**config.mk**
```make
export PLATFORM = sky130hd
export DESIGN_NAME = pbyte_add_unit
export DESIGN_NICKNAME = d
export VERILOG_FILES = /design/src/rtl/pbadd_pkg.sv /design/src/rtl/pbadd_lanes.sv /design/src/rtl/pbadd_gate.sv /design/src/rtl/pbadd_outreg.sv /design/src/rtl/pbyte_add_unit.sv
export SDC_FILE = /design/constraint.sdc
export NUM_CORES = 1
export LEC_CHECK = 0
export ABC_AREA = 1
export ABC_CLOCK_PERIOD_IN_PS = 1800
export BUFFER_PORTS_ARGS = -buffer_cell sky130_fd_sc_hd__clkbuf_2
export CAP_MARGIN = 20
export CORE_ASPECT_RATIO = 0.9
export CORE_MARGIN = 1
export CORE_UTILIZATION = 49
export DETAILED_ROUTE_END_ITERATION = 16
export PLACE_DENSITY = 0.94
export RECOVER_POWER = 100
export SYNTH_ARGS = -nofsm -noshare
export SYNTH_HDL_FRONTEND = slang
export SYNTH_SLANG_ARGS = --single-unit
```
**constraint.sdc**
```tcl
create_clock -name clk -period 1.8 [get_ports clk]
set_input_delay 0.09 -clock clk [delete_from_list [all_inputs] [get_ports clk]]
set_output_delay 0.09 -clock clk [all_outputs]
set_load 0.05 [all_outputs]
```
**src/rtl/pbadd_pkg.sv**
```systemverilog
// Shared types for the packed byte add unit.
// Assumes lanes are byte wide and the opcode is a fixed two-byte pair.
package pbadd_pkg;
    localparam int LANE_W = 8;

    typedef enum logic [2:0] {
        FLT_NONE    = 3'd0,
        FLT_INVALID = 3'd1,
        FLT_NODEV   = 3'd2,
        FLT_FPERR   = 3'd3,
        FLT_UNKNOWN = 3'd4
    } fault_e;

    localparam logic [7:0] ESC_BYTE = 8'h0F;
    localparam logic [7:0] ADD_BYTE = 8'hFC;
endpackage

```
**src/rtl/pbadd_lanes.sv**
```systemverilog
// Lane adder array: splits both operands into LANE_W-wide lanes and adds
// each pair on its own, dropping the carry out of every lane.
// Assumes DATA_W is a whole multiple of LANE_W.
module pbadd_lanes #(
    parameter int DATA_W = 64,
    parameter int LANE_W = 8
) (
    input  logic [DATA_W-1:0] a,
    input  logic [DATA_W-1:0] b,
    output logic [DATA_W-1:0] sum
);
    localparam int LANES = DATA_W / LANE_W;

    for (genvar k = 0; k < LANES; k++) begin : g_lane
        logic [LANE_W-1:0] lane_sum;
        // one lane: modular add, carry discarded
        assign lane_sum = a[k*LANE_W +: LANE_W] + b[k*LANE_W +: LANE_W];
        assign sum[k*LANE_W +: LANE_W] = lane_sum;
    end
endmodule

```
**src/rtl/pbadd_gate.sv**
```systemverilog
// Decode and fault gate: recognises the opcode pair and picks the single
// highest-priority fault (unknown opcode, emulation, task switch, FP pending).
// Assumes the control bits are sampled with the operation they accompany.
module pbadd_gate
    import pbadd_pkg::*;
(
    input  logic [7:0] op0,
    input  logic [7:0] op1,
    input  logic       emu,
    input  logic       ts,
    input  logic       fpe,
    output fault_e     fault
);
    logic op_hit;

    assign op_hit = (op0 == ESC_BYTE) && (op1 == ADD_BYTE);

    // fixed-priority fault selection
    always_comb begin
        if (!op_hit)  fault = FLT_UNKNOWN;
        else if (emu) fault = FLT_INVALID;
        else if (ts)  fault = FLT_NODEV;
        else if (fpe) fault = FLT_FPERR;
        else          fault = FLT_NONE;
    end
endmodule

```
**src/rtl/pbadd_outreg.sv**
```systemverilog
// Output stage: a single registered slot holding either a result or a fault.
// It takes a new entry whenever the slot is empty or being drained.
// Assumes the producer holds its payload until in_ready is seen high.
module pbadd_outreg
    import pbadd_pkg::*;
#(
    parameter int DATA_W = 64
) (
    input  logic              clk,
    input  logic              rst_n,
    input  logic              take_valid,
    output logic              take_ready,
    input  logic [DATA_W-1:0] take_result,
    input  fault_e            take_fault,
    output logic              slot_valid,
    input  logic              slot_ready,
    output logic [DATA_W-1:0] slot_result,
    output fault_e            slot_fault
);
    assign take_ready = !slot_valid || slot_ready;

    // load, drain or hold the output slot
    always_ff @(posedge clk) begin
        if (!rst_n) begin
            slot_valid  <= 1'b0;
            slot_result <= '0;
            slot_fault  <= FLT_NONE;
        end else if (take_ready) begin
            slot_valid <= take_valid;
            if (take_valid) begin
                slot_result <= (take_fault == FLT_NONE) ? take_result : '0;
                slot_fault  <= take_fault;
            end
        end
    end
endmodule

```
**src/rtl/pbyte_add_unit.sv**
```systemverilog
// Packed byte add unit top: lane adders and the fault gate feed a one-deep
// registered output slot. The commit strobe marks a fault-free output.
// Assumes valid/ready on both sides, with the payload held until accepted.
module pbyte_add_unit
    import pbadd_pkg::*;
#(
    parameter int DATA_W = 64
) (
    input  logic              clk,
    input  logic              rst_n,
    input  logic              in_valid,
    output logic              in_ready,
    input  logic [7:0]        in_op0,
    input  logic [7:0]        in_op1,
    input  logic [DATA_W-1:0] in_dst,
    input  logic [DATA_W-1:0] in_src,
    input  logic              in_emu,
    input  logic              in_ts,
    input  logic              in_fpe,
    output logic              out_valid,
    input  logic              out_ready,
    output logic [DATA_W-1:0] out_result,
    output logic [2:0]        out_fault,
    output logic              out_commit
);
    logic [DATA_W-1:0] sum;
    fault_e            fault;
    fault_e            slot_fault;

    pbadd_lanes #(.DATA_W(DATA_W), .LANE_W(LANE_W)) u_lanes (
        .a   (in_dst),
        .b   (in_src),
        .sum (sum)
    );

    pbadd_gate u_gate (
        .op0   (in_op0),
        .op1   (in_op1),
        .emu   (in_emu),
        .ts    (in_ts),
        .fpe   (in_fpe),
        .fault (fault)
    );

    pbadd_outreg #(.DATA_W(DATA_W)) u_out (
        .clk         (clk),
        .rst_n       (rst_n),
        .take_valid  (in_valid),
        .take_ready  (in_ready),
        .take_result (sum),
        .take_fault  (fault),
        .slot_valid  (out_valid),
        .slot_ready  (out_ready),
        .slot_result (out_result),
        .slot_fault  (slot_fault)
    );

    assign out_fault  = slot_fault;
    assign out_commit = out_valid && (slot_fault == FLT_NONE);
endmodule

```
==> results of run 1 <==
==> worst max-delay path: stages (launching register included) <==
cell and delay (ns):
dfxtp_2 0.36, inv_1 0.06, nor4_2 0.19, clkbuf_1 0.55
==> cell families after synthesis <==
logic type,count (synthesis),share of synthesized area (%)
and+or+nand+nor,375,34.4
AOI/OAI and AO/OA,97,11.7
buffers and inverters,80,7.18
DFF,68,26.2
adders and majority gates,64,16.6
xor gates and xnor gates,23,3.88
==> metal layers <==
layer / vias to the layer above / wire, um
met2: 179 / 6510
met5: - / 0
met1: 2333 / 5520
li1: 2739 / -
met3: 27 / 811
met4: 0 / 282
==> sequential cells by signal, indices dropped and copies added (netlist names) <==
name and count:
u_out.slot_result 64, u_out.slot_fault 3, u_out.slot_valid 1
==> cell type report <==
cell class,instances,area [um2]
Clock inverter,5,35.0
Clock buffer,11,253
Inverter,60,225
Fill cell,950,3850
Multi-Input combinational cell,559,3320
Sequential cell,68,1360
Timing Repair Buffer,225,1090
Tap cell,129,161
==> power breakdown <==
group / switching (mW) / leakage, nW / internal, mW
Combinational: 0.571 / 2.44 / 0.440
Clock: 0.664 / 0.142 / 1.01
Sequential: 0.00447 / 0.548 / 1.51
Total: 1.24 / 3.13 / 2.96
==> worst paths after layout <==
check                                                        start                                  to  slack [ns]  cells past startpoint
worst max register to register       u_out.slot_valid$_SDFFE_PN0N_  u_out.slot_result[15]$_SDFFE_PN0P_        0.29                      8
worst min register to register  u_out.slot_result[57]$_SDFFE_PN0P_  u_out.slot_result[57]$_SDFFE_PN0P_        0.46                      2
worst max-delay path                 u_out.slot_valid$_SDFFE_PN0N_                          out_commit        0.24                      3
worst min-delay path                                         rst_n    u_out.slot_fault[2]$_SDFFE_PN0P_        0.03                      3
==> cells in the mapped netlist <==
library cell | count | area [um2]
o21ai_0 | 2 | 10.0
xnor2_1 | 3 | 26.3
inv_1 | 60 | 225
xor2_1 | 20 | 175
or2_2 | 12 | 75.1
nor2_8 | 1 | 20.0
nand3_2 | 30 | 300
or2_4 | 1 | 8.76
nor4_1 | 1 | 6.26
nor2_1 | 18 | 67.6
dfxtp_1 | 68 | 1360
ha_1 | 56 | 701
nand3_1 | 22 | 110
fa_1 | 8 | 160
or2_0 | 1 | 6.26
buf_2 | 1 | 5.00
buf_1 | 2 | 7.51
clkbuf_1 | 11 | 41.3
a21oi_1 | 62 | 310
a21o_1 | 1 | 7.51
nand3b_1 | 25 | 188
nand2_2 | 3 | 18.8
buf_12 | 3 | 60.1
buf_6 | 3 | 33.8
nand4_1 | 3 | 18.8
nand2_1 | 257 | 965
a21oi_2 | 32 | 280
nor3_1 | 1 | 5.00
==> through the flow <==
step	hold WS (ns)	instance area, um2	instances
after floorplan	0.232	5200	707
after global placement	0.345	6390	1041
after detailed placement	0.364	6390	1041
after CTS	0.0177	6680	1057
after global routing	0.0211	6440	1057
final	0.0269	6440	1057
==> run_results.csv, run 1 <==
group,metric,value,unit
run_status,status,"completed",
placed_design,place.gp.congestion,0.849,
pwr,p_leak,3.13,nW
routing,viasPerCell,4.99,
timing,clock.fmax,0.642,GHz
finish,postLayoutCoreUtil,62.6,%
die,die_area,0.0110,mm2
pwr,ir_drop,0.712,mV
finish,mostFrequentLayoutCell,"nand2_1",
routing,ant_nets,0,
die,num_rows,35,
finish,final_layout_size_suffix_gt1_share,23.9,%
timing,tightestPinTransition,0.671,ns
synthesis,synth_warnings,0,
global_route,antenna_found_initial,0,
timing,period_needed,1.56,ns
timing,slew_headroom,55.5,%
timing,fin_crit_sh,86.5,%
clocking,postCtsHoldBufs,0,
synthesis,netlist_instances,707,
global_route,grt_pass1_wl,21200,um
global_route,grt-ovfl-total,0,
synthesis,yosysSeqAreaShare,26.2,%
synthesis,ys_ff_latch,68,
timing,finalWorstSetupSlack,0.243,ns
clocking,clk_latency,0.33,ns
placed_design,dp_hpwl,10500,um
timing,finalHoldViolCount,0,
clocking,cts_buffer_depth,2,
setup_path,critical_path_class,"reg -> out",
worst_hold_path,hp-class,"in -> reg",
synthesis,syn_nets,922,
setup_path,crit_path_end_kind,"output port",
clocking,htree_levels,3,
routing,drt_wl_total,13100,um
finish,layout_common_cells,"nand2_1, clkbuf_2, clkbuf_1",
timing,fin_setup_tns,0,ns
setup_path,crit_fanout,3,
routing,drt_iter0_markers,142,
global_route,grtUsageTotal,23.6,%
routing,wl_per_cell,12.4,um
placed_design,port_buffers,220,
synthesis,syn_area,0.00519,mm2
die,ioPinCount,221,
clocking,cts_made_buffers,9,
routing,num_vias,5278,
synthesis,avgSynthCellArea,7.35,um2
die,die_x,111,um
clocking,cts_setup_buffers,0,
die,dieHeight,99.7,um
pwr,p_total,4.20,mW
global_route,use_met3,6.28,%
placed_design,dp_slack,0.218,ns
synthesis,synth_cell_types,28,
setup_path,critPathArrivalTime,1.47,ns
global_route,grt_max_degree,69,
timing,final_max_slew_viol_count,0,
timing,rsz0062_at_grt,"false",
global_route,grt.busiest_layer,"met2",
clocking,clk_pin_slew,0.05,ns
clocking,post_cts_resized,0,
die,core,0.0103,mm2
clocking,tritoncts,"built",
timing,finalSetupViolCount,0,
setup_path,critical_path_required,1.71,ns
finish,area_delta_synth_final,24.0,%
global_route,use_met2,44.1,%
global_route,grt_use_met1,25.6,%
die,start_util,50.5,%
global_route,grt_pass1_vias,5030,
finish,antenna_cells,0,
finish,fin_nets,1138,
setup_path,cp-start-kind,"flop",
timing,skew,0.00584,ns
pwr,powerDensity,652,mW/mm2
clocking,cts-root-buf,"clkbuf_16",
routing,drtPass1Iterations,4,
clocking,cts.sinks,68,
job,maxCapViolCount,0,
routing,drc,0,
No activity file was read; power rests on OpenSTA's default activity.
==> run 2: changes to the inputs <==
ABC_CLOCK_PERIOD_IN_PS = 1300   (was 1800)
CORE_UTILIZATION = 44   (was 49)
PLACE_DENSITY = 0.9   (was 0.94)
clock period = 1.3 ns   (was 1.8 ns; I/O delays follow)
==> run 2 against run 1 <==
Net effect:
- the flow now finishes with violations (setup timing)
- non-clock buffer count grew 35
- largest power group unchanged
- critical path depth increased by 6
- die area up 11%
- clock power rose by 44%
- total power up 46%
- combinational power increased by 59%
- cell count up 5.9%
- utilization rose by 1.9 points
==> run_results.csv, run 2 (synthesized netlist as in run 1, its figures left out) <==
group,metric,value,unit
run_status,status,"finished with violations",
run_status,failed_checks,"setup timing",
finish,layout_common_cells,"nand2_1, clkbuf_2, dfxtp_1",
die,num_rows,37,
timing,skew,0.00428,ns
setup_path,critPathArrivalTime,1.58,ns
die,core,0.0115,mm2
pwr,powerDensity,825,mW/mm2
routing,drt_wl_total,14400,um
setup_path,crit_path_cell_trace,"nand2_8 > nand2_4 > inv_4 > nand3_4 > nor2_8 > buf_12 > buf_12 > nand3_2 > a21oi_2",
setup_path,cpMaxStageDelayCell,"dfxtp_4",
finish,filler_cell_count,1010,
timing,fin_crit_sh,102,%
clocking,postCtsHoldBufs,0,
finish,final_layout_size_suffix_gt1_share,41.4,%
routing,drc,0,
timing,holdWs,0.0288,ns
placed_design,dp_slack,-0.182,ns
job,maxCapViolCount,0,
routing,viasPerCell,4.93,
finish,design_area,0.00740,mm2
global_route,antenna_found_initial,0,
routing,drt_iter0_markers,212,
placed_design,dp_hpwl,10800,um
routing,wl_per_cell,12.9,um
clocking,clk_pin_slew,0.06,ns
setup_path,cp-start-kind,"flop",
global_route,grt_pass1_vias,5071,
worst_hold_path,whs_endpoint,"u_out.slot_fault[2]$_SDFFE_PN0P_",
timing,slew_headroom,78.3,%
clocking,tritoncts,"built",
clocking,cts_buffer_depth,2,
finish,multi_input_area,0.00370,mm2
worst_hold_path,holdPathStages,3,
finish,largest_register,"u_out.slot_result",
setup_path,slowest_delay,0.36,ns
die,dieHeight,105,um
clocking,htree_levels,3,
finish,largest_register_ffs,64,
routing,drtPass1Iterations,4,
timing,rsz0062_at_grt,"true",
global_route,grt_max_degree,32,
global_route,grt-ovfl-total,0,
clocking,cts_made_buffers,9,
routing,ant_nets,0,
finish,area_delta_synth_final,42.5,%
placed_design,port_buffers,220,
global_route,grt_pass1_wl,21400,um
setup_path,critical_path_class,"reg -> reg",
worst_hold_path,hold_start,"rst_n",
setup_path,r2r_start,"u_out.slot_valid$_SDFFE_PN0N_",
global_route,grtUsageTotal,21.9,%
die,start_util,45.2,%
finish,fin_nets,1173,
setup_path,critical_path_required,1.56,ns
timing,final_max_slew_viol_count,0,
clocking,cts-root-buf,"clkbuf_16",
timing,finalSetupViolCount,20,
finish,top_regs,"u_out.slot_result: 64 flops, u_out.slot_fault: 3 flops, u_out.slot_valid: 1 flops",
setup_path,reg2reg_to,"u_out.slot_result[55]$_SDFFE_PN0P_",
finish,antenna_cells,0,
setup_path,crit_fanout,7,
timing,finalWorstSetupSlack,-0.0230,ns
pwr,p_leak,3.71,nW
clocking,clk_latency,0.32,ns
setup_path,r2r_cells,9,
setup_path,critPathBufInv,3,
pwr,ir_drop,0.524,mV
die,die_x,117,um
timing,clock.fmax,0.756,GHz
setup_path,r2r_setup_slack,-0.02,ns
finish,mostFrequentLayoutCell,"nand2_1",
clocking,cts.sinks,68,
die,die_area,0.0122,mm2
setup_path,critical_path.top_delay_family,"simple AND/OR/NAND/NOR gates",
placed_design,placed_area,0.00668,mm2
timing,period_needed,1.32,ns
die,ioPinCount,221,
routing,num_vias,5520,
setup_path,crit_path_end_kind,"flop",
placed_design,place.gp.congestion,0.873,
worst_hold_path,hp-class,"in -> reg",
timing,tightestPinTransition,0.327,ns
setup_path,crit_top_cell,"buf_12",
timing,finalHoldViolCount,0,
finish,seqCellArea,0.00137,mm2
-- run 2: cell count changes in the layout (fill, tap and decap cells not counted), moves of 4 or more --
cell / before / now
a21oi_1: 66 / 43
clkbuf_1: 70 / 0
nand2_4: 0 / 11
nand3_2: 3 / 29
buf_4: 2 / 22
nand3_4: 0 / 4
buf_12: 3 / 8
clkbuf_2: 150 / 219
nand3_1: 49 / 19
clkbuf_16: 9 / 14
a21oi_2: 28 / 51
nand2_1: 257 / 240
buf_6: 0 / 5
nand2_2: 3 / 8
-- run 2: routing by layer --
metal / wire length (um) / vias to the layer above / share of wire, % / global-route usage, %
met5: 0 / - / 0 / 0
met4: 172 / 0 / 1.2 / 6.96
met3: 933 / 18 / 6.5 / 6.09
met2: 7270 / 183 / 50 / 40.2
met1: 6020 / 2507 / 42 / 23.7
li1: - / 2812 / - / -
-- run 2: power by group --
group,internal (mW),total (mW),switching (mW)
sequential,2.09,2.09,0.00672
clock,1.48,2.41,0.929
combinational,0.694,1.61,0.914
total,4.26,6.11,1.85
-- run 2: worst reg2reg max path, delay by kind of cell, from the launching register on --
family	cells	cell delay [ns]
AO/OA/AOI/OAI	1	0.12
buffers and inverters	3	0.37
flip-flops	1	0.36
AND/OR/NAND/NOR	5	0.40
-- run 2: how the worst max path moves through the flow --
stage	from	slack, ns	cells past startpoint	to
after floorplan	u_out.slot_valid$_SDFFE_PN0N_	-0.09	8	u_out.slot_result[26]$_SDFFE_PN0P_
after CTS	u_out.slot_valid$_SDFFE_PN0N_	-0.02	4	out_commit
after detailed placement	in_dst[56]	-0.18	8	u_out.slot_result[60]$_SDFFE_PN0P_
after global placement	in_dst[56]	-0.12	8	u_out.slot_result[60]$_SDFFE_PN0P_
after global routing	u_out.slot_valid$_SDFFE_PN0N_	-0.1	9	u_out.slot_result[35]$_SDFFE_PN0P_
final	u_out.slot_valid$_SDFFE_PN0N_	-0.02	9	u_out.slot_result[55]$_SDFFE_PN0P_
-- run 2: area by class of cell --
type | count | share of cell area [%]
Inverter | 60 | 3.11
Tap cell | 156 | 2.64
Clock inverter | 7 | 0.913
Clock buffer | 9 | 3.04
Sequential cell | 68 | 18.4
Timing Repair Buffer | 260 | 21.8
Multi-Input combinational cell | 559 | 50.0
-- run 2: timing repair --
action,4_1_cts,5_1_grt
gates cloned,0,7
resized for setup,11,45
setup endpoints to repair,19,65
pin swaps,1,15
setup buffers,1,4
-- run 2: metrics by stage --
stage / utilization (%) / cells / power, mW / TNS (ns)
floorplan: - / 707 / 3.13 / -5.18
global placement: 58.2 / 1091 / 3.62 / -2.96
detailed placement: 58.2 / 1091 / 3.67 / -6.03
CTS: 61.2 / 1108 / 6.12 / -0.0836
global route: 64.5 / 1119 / 6.47 / -2.84
finish: 64.5 / 1119 / 6.11 / -0.231
==> run 3: changes to the inputs <==
CORE_UTILIZATION = 47   (was 44)
PLACE_DENSITY = 0.91   (was 0.9)
SYNTH_HIERARCHICAL = 1   (was default)
==> run 3 against run 2 <==
Net effect:
- the run now ends clean
- maximum frequency grew 6.4%
- routed wire length grew 19%
- via count grew 26%
- total power grew 9.7%
- clock skew shrank 0.0013 ns
- sequential power is essentially flat
- combinational power grew 32%
- hold slack gained 0.011 ns
- non-clock buffer count grew 27
- utilization grew 1.0 points
- count of clock-buffer cells in the layout grew 5
- largest power group unchanged
==> run_results.csv, run 3 <==
group,metric,value,unit
finish,area_delta_synth_final,34.3,%
global_route,grt_use_met1,27.6,%
setup_path,cp-start-kind,"flop",
setup_path,crit_path_end_kind,"output port",
clocking,clk_latency,0.32,ns
global_route,use_met3,3.84,%
placed_design,place.gp.congestion,0.893,
synthesis,ys_ff_latch,68,
clocking,cts_buffer_depth,2,
timing,clock.fmax,0.804,GHz
clocking,htree_levels,3,
setup_path,critical_path_class,"reg -> out",
synthesis,netlist_instances,956,
setup_path,r2r_cells,5,
finish,seqCellArea,0.00136,mm2
global_route,grtUsageTotal,23.9,%
setup_path,critical_path.top_delay_family,"buffers and inverters",
global_route,grt-ovfl-total,0,
routing,drt_wl_total,17200,um
pwr,p_leak,4.46,nW
pwr,ir_drop,0.709,mV
pwr,p_total,6.70,mW
finish,largest_register_ffs,64,
clocking,postCtsHoldBufs,0,
die,start_util,48.8,%
global_route,grt_pass1_vias,6366,
routing,viasPerCell,5.02,
setup_path,crit_fanout,38,
synthesis,synth_top_flop_cell,"dfxtp_1",
synthesis,synth_common_cells,"nor2_1, nand2_1, inv_1",
pwr,seq_power_share,31.4,%
routing,num_vias,6936,
run_status,status,"completed",
finish,antenna_cells,0,
synthesis,synth_top_area_cell,"dfxtp_1",
finish,fin_nets,1429,
synthesis,syn_nets,1171,
setup_path,cp-startpoint,"u_out/slot_valid$_SDFFE_PN0P_",
finish,postLayoutCoreUtil,65.5,%
synthesis,synthArstFlopShare,0,%
die,ioPinCount,221,
setup_path,r2r_start,"u_out/slot_valid$_SDFFE_PN0P_",
finish,mostFrequentLayoutCell,"nor2_1",
routing,drc,0,
finish,largest_register,"u_out/slot_result",
timing,slew_headroom,60.3,%
die,dieHeight,111,um
routing,drt_iter0_markers,433,
routing,ant_nets,0,
die,die_x,124,um
pwr,clkPwrFrac,37.0,%
synthesis,synth_edf_count,0,
global_route,grt.busiest_layer,"met2",
timing,period_needed,1.24,ns
finish,top_regs,"u_out/slot_result: 64 flops, u_out/slot_fault: 3 flops, u_out/slot_valid: 1 flops",
setup_path,crit_path_cell_trace,"nand2_4 > buf_12 > clkbuf_8",
finish,final_layout_size_suffix_gt1_share,31.6,%
timing,finalSetupViolCount,0,
synthesis,avgSynthCellArea,6.55,um2
setup_path,slowest_delay,0.34,ns
clocking,clk_pin_slew,0.05,ns
timing,tightestPinTransition,0.598,ns
synthesis,yosysSeqAreaShare,21.7,%
setup_path,crit_cells,3,
timing,holdWs,0.0395,ns
setup_path,critPathArrivalTime,1.18,ns
synthesis,yosys-top-cells-area,"dfxtp_1, nor2_1, ha_1",
placed_design,port_buffers,220,
finish,layout_common_cells,"nor2_1, clkbuf_2, nand2_1",
pwr,swShare,29.4,%
die,num_rows,39,
global_route,grt_max_degree,48,
pwr,comb_power_share,31.6,%
routing,wl_per_cell,12.4,um
setup_path,r2r_setup_slack,0.08,ns
pwr,powerDensity,797,mW/mm2
worst_hold_path,hold_start,"rst_n",
timing,fin_crit_sh,95.7,%
pwr,p_int,4.73,mW
placed_design,dp.cells,1363,
setup_path,critical_path_required,1.24,ns
timing,rsz0062_at_grt,"true",
global_route,grt_pass1_wl,26900,um
routing,drtPass1Iterations,7,
synthesis,synth_cell_types,26,
clocking,cts.sinks,68,
job,maxCapViolCount,0,
die,die_area,0.0138,mm2
finish,filler_cell_count,1057,
clocking,cts_made_buffers,9,
clocking,cts-root-buf,"clkbuf_16",
synthesis,syn_area,0.00626,mm2
finish,final_cells,1382,
timing,final_max_slew_viol_count,0,
die,core,0.0128,mm2
clocking,tritoncts,"built",
setup_path,reg2reg_to,"u_out/slot_result[6]$_SDFFE_PN0P_",
global_route,use_met2,43.1,%
synthesis,post-synth-top-count-cell,"nor2_1",
worst_hold_path,hp-class,"in -> reg",
timing,fin_setup_tns,0,ns
global_route,antenna_found_initial,0,
pwr,power_switching,1.97,mW
timing,finalHoldViolCount,0,
setup_path,crit_end,"in_ready",
placed_design,dp_hpwl,12800,um
synthesis,synth_warnings,6,
timing,skew,0.00294,ns
setup_path,cpMaxStageDelayCell,"dfxtp_2",
synthesis,synth_top_area_share,21.7,%
setup_path,critPathBufInv,2,
finish,multi_input_area,0.00434,mm2
run 3: cell count changes in the layout (fill, tap and decap cells not counted), sizes merged, moves of 2 or more:
cell    before  now
or2         14   16
clkbuf     234  226
a21boi       0   64
inv         60  117
clkinv       6    0
nand3       52  104
xnor2        3   32
buf         35   75
xor2        20    0
nand2      260  190
nand4        3    0
nor2        19  231
nand3b      25    8
a21oi       94   18
run 3: worst min path at each step:
stage | endpoint | depth (start not counted) | slack, ns
floorplan | u_out/slot_fault[0]$_SDFFE_PN0P_ | 2 | 0.20
global placement | u_out/slot_fault[1]$_SDFFE_PN0P_ | 3 | 0.37
detailed placement | u_out/slot_fault[0]$_SDFFE_PN0P_ | 3 | 0.38
CTS | u_out/slot_fault[2]$_SDFFE_PN0P_ | 3 | 0.03
global route | u_out/slot_fault[0]$_SDFFE_PN0P_ | 3 | 0.06
finish | u_out/slot_fault[0]$_SDFFE_PN0P_ | 3 | 0.04
run 3: routing by layer:
layer | vias up | wire [um]
met1 | 3120 | 7180
li1 | 3500 | -
met2 | 273 | 8530
met5 | - | 0
met4 | 0 | 421
met3 | 43 | 1050
run 3: kinds of logic after synthesis:
group / count (synthesis) / synth area share [%]
buffers and inverters: 157 / 12.2
and+or+nand+nor: 549 / 38.4
DFF: 68 / 21.7
adders and majority gates: 64 / 13.7
AOI/OAI and AO/OA: 86 / 9.47
xor gates and xnor gates: 32 / 4.48
run 3: worst min-delay path: cells and delay by family:
| family | cells | cell delay (ns) |
|---|---|---|
| AOI/OAI and AO/OA | 1 | 0.09 |
| and+or+nand+nor | 1 | 0.04 |
| buffers and inverters | 1 | 0.11 |
run 3: area by class of cell:
class,count,area share (%)
clock buffer,14,3.26
clock inverter,1,0.357
inverter,117,5.22
multi-input combinational,731,51.6
sequential,68,16.2
tap,164,2.44
timing repair buffer,287,20.9
run 3: power by group through the flow:
stage / Clock (mW) / Combinational (mW) / Sequential, mW
2_1_floorplan: 0 / 1.24 / 2.17
3_3_place_gp: 0 / 1.90 / 2.15
3_5_place_dp: 0 / 1.96 / 2.15
4_1_cts: 2.53 / 1.98 / 2.10
5_1_grt: 2.64 / 2.36 / 2.10
6_report: 2.48 / 2.12 / 2.10
run 3: what timing repair did:
action,CTS,global route
setup endpoints to repair,2,13
gates cloned,0,0
pin swaps,0,35
resized for setup,5,62
setup buffers,0,4
run 3: metrics by stage:
stage	area, um2	worst slack, ns
after floorplan	6280	0.0245
after global placement	7840	-0.141
after detailed placement	7840	-0.228
after CTS	8170	0.0318
after global routing	8410	-0.0265
final	8410	0.0560
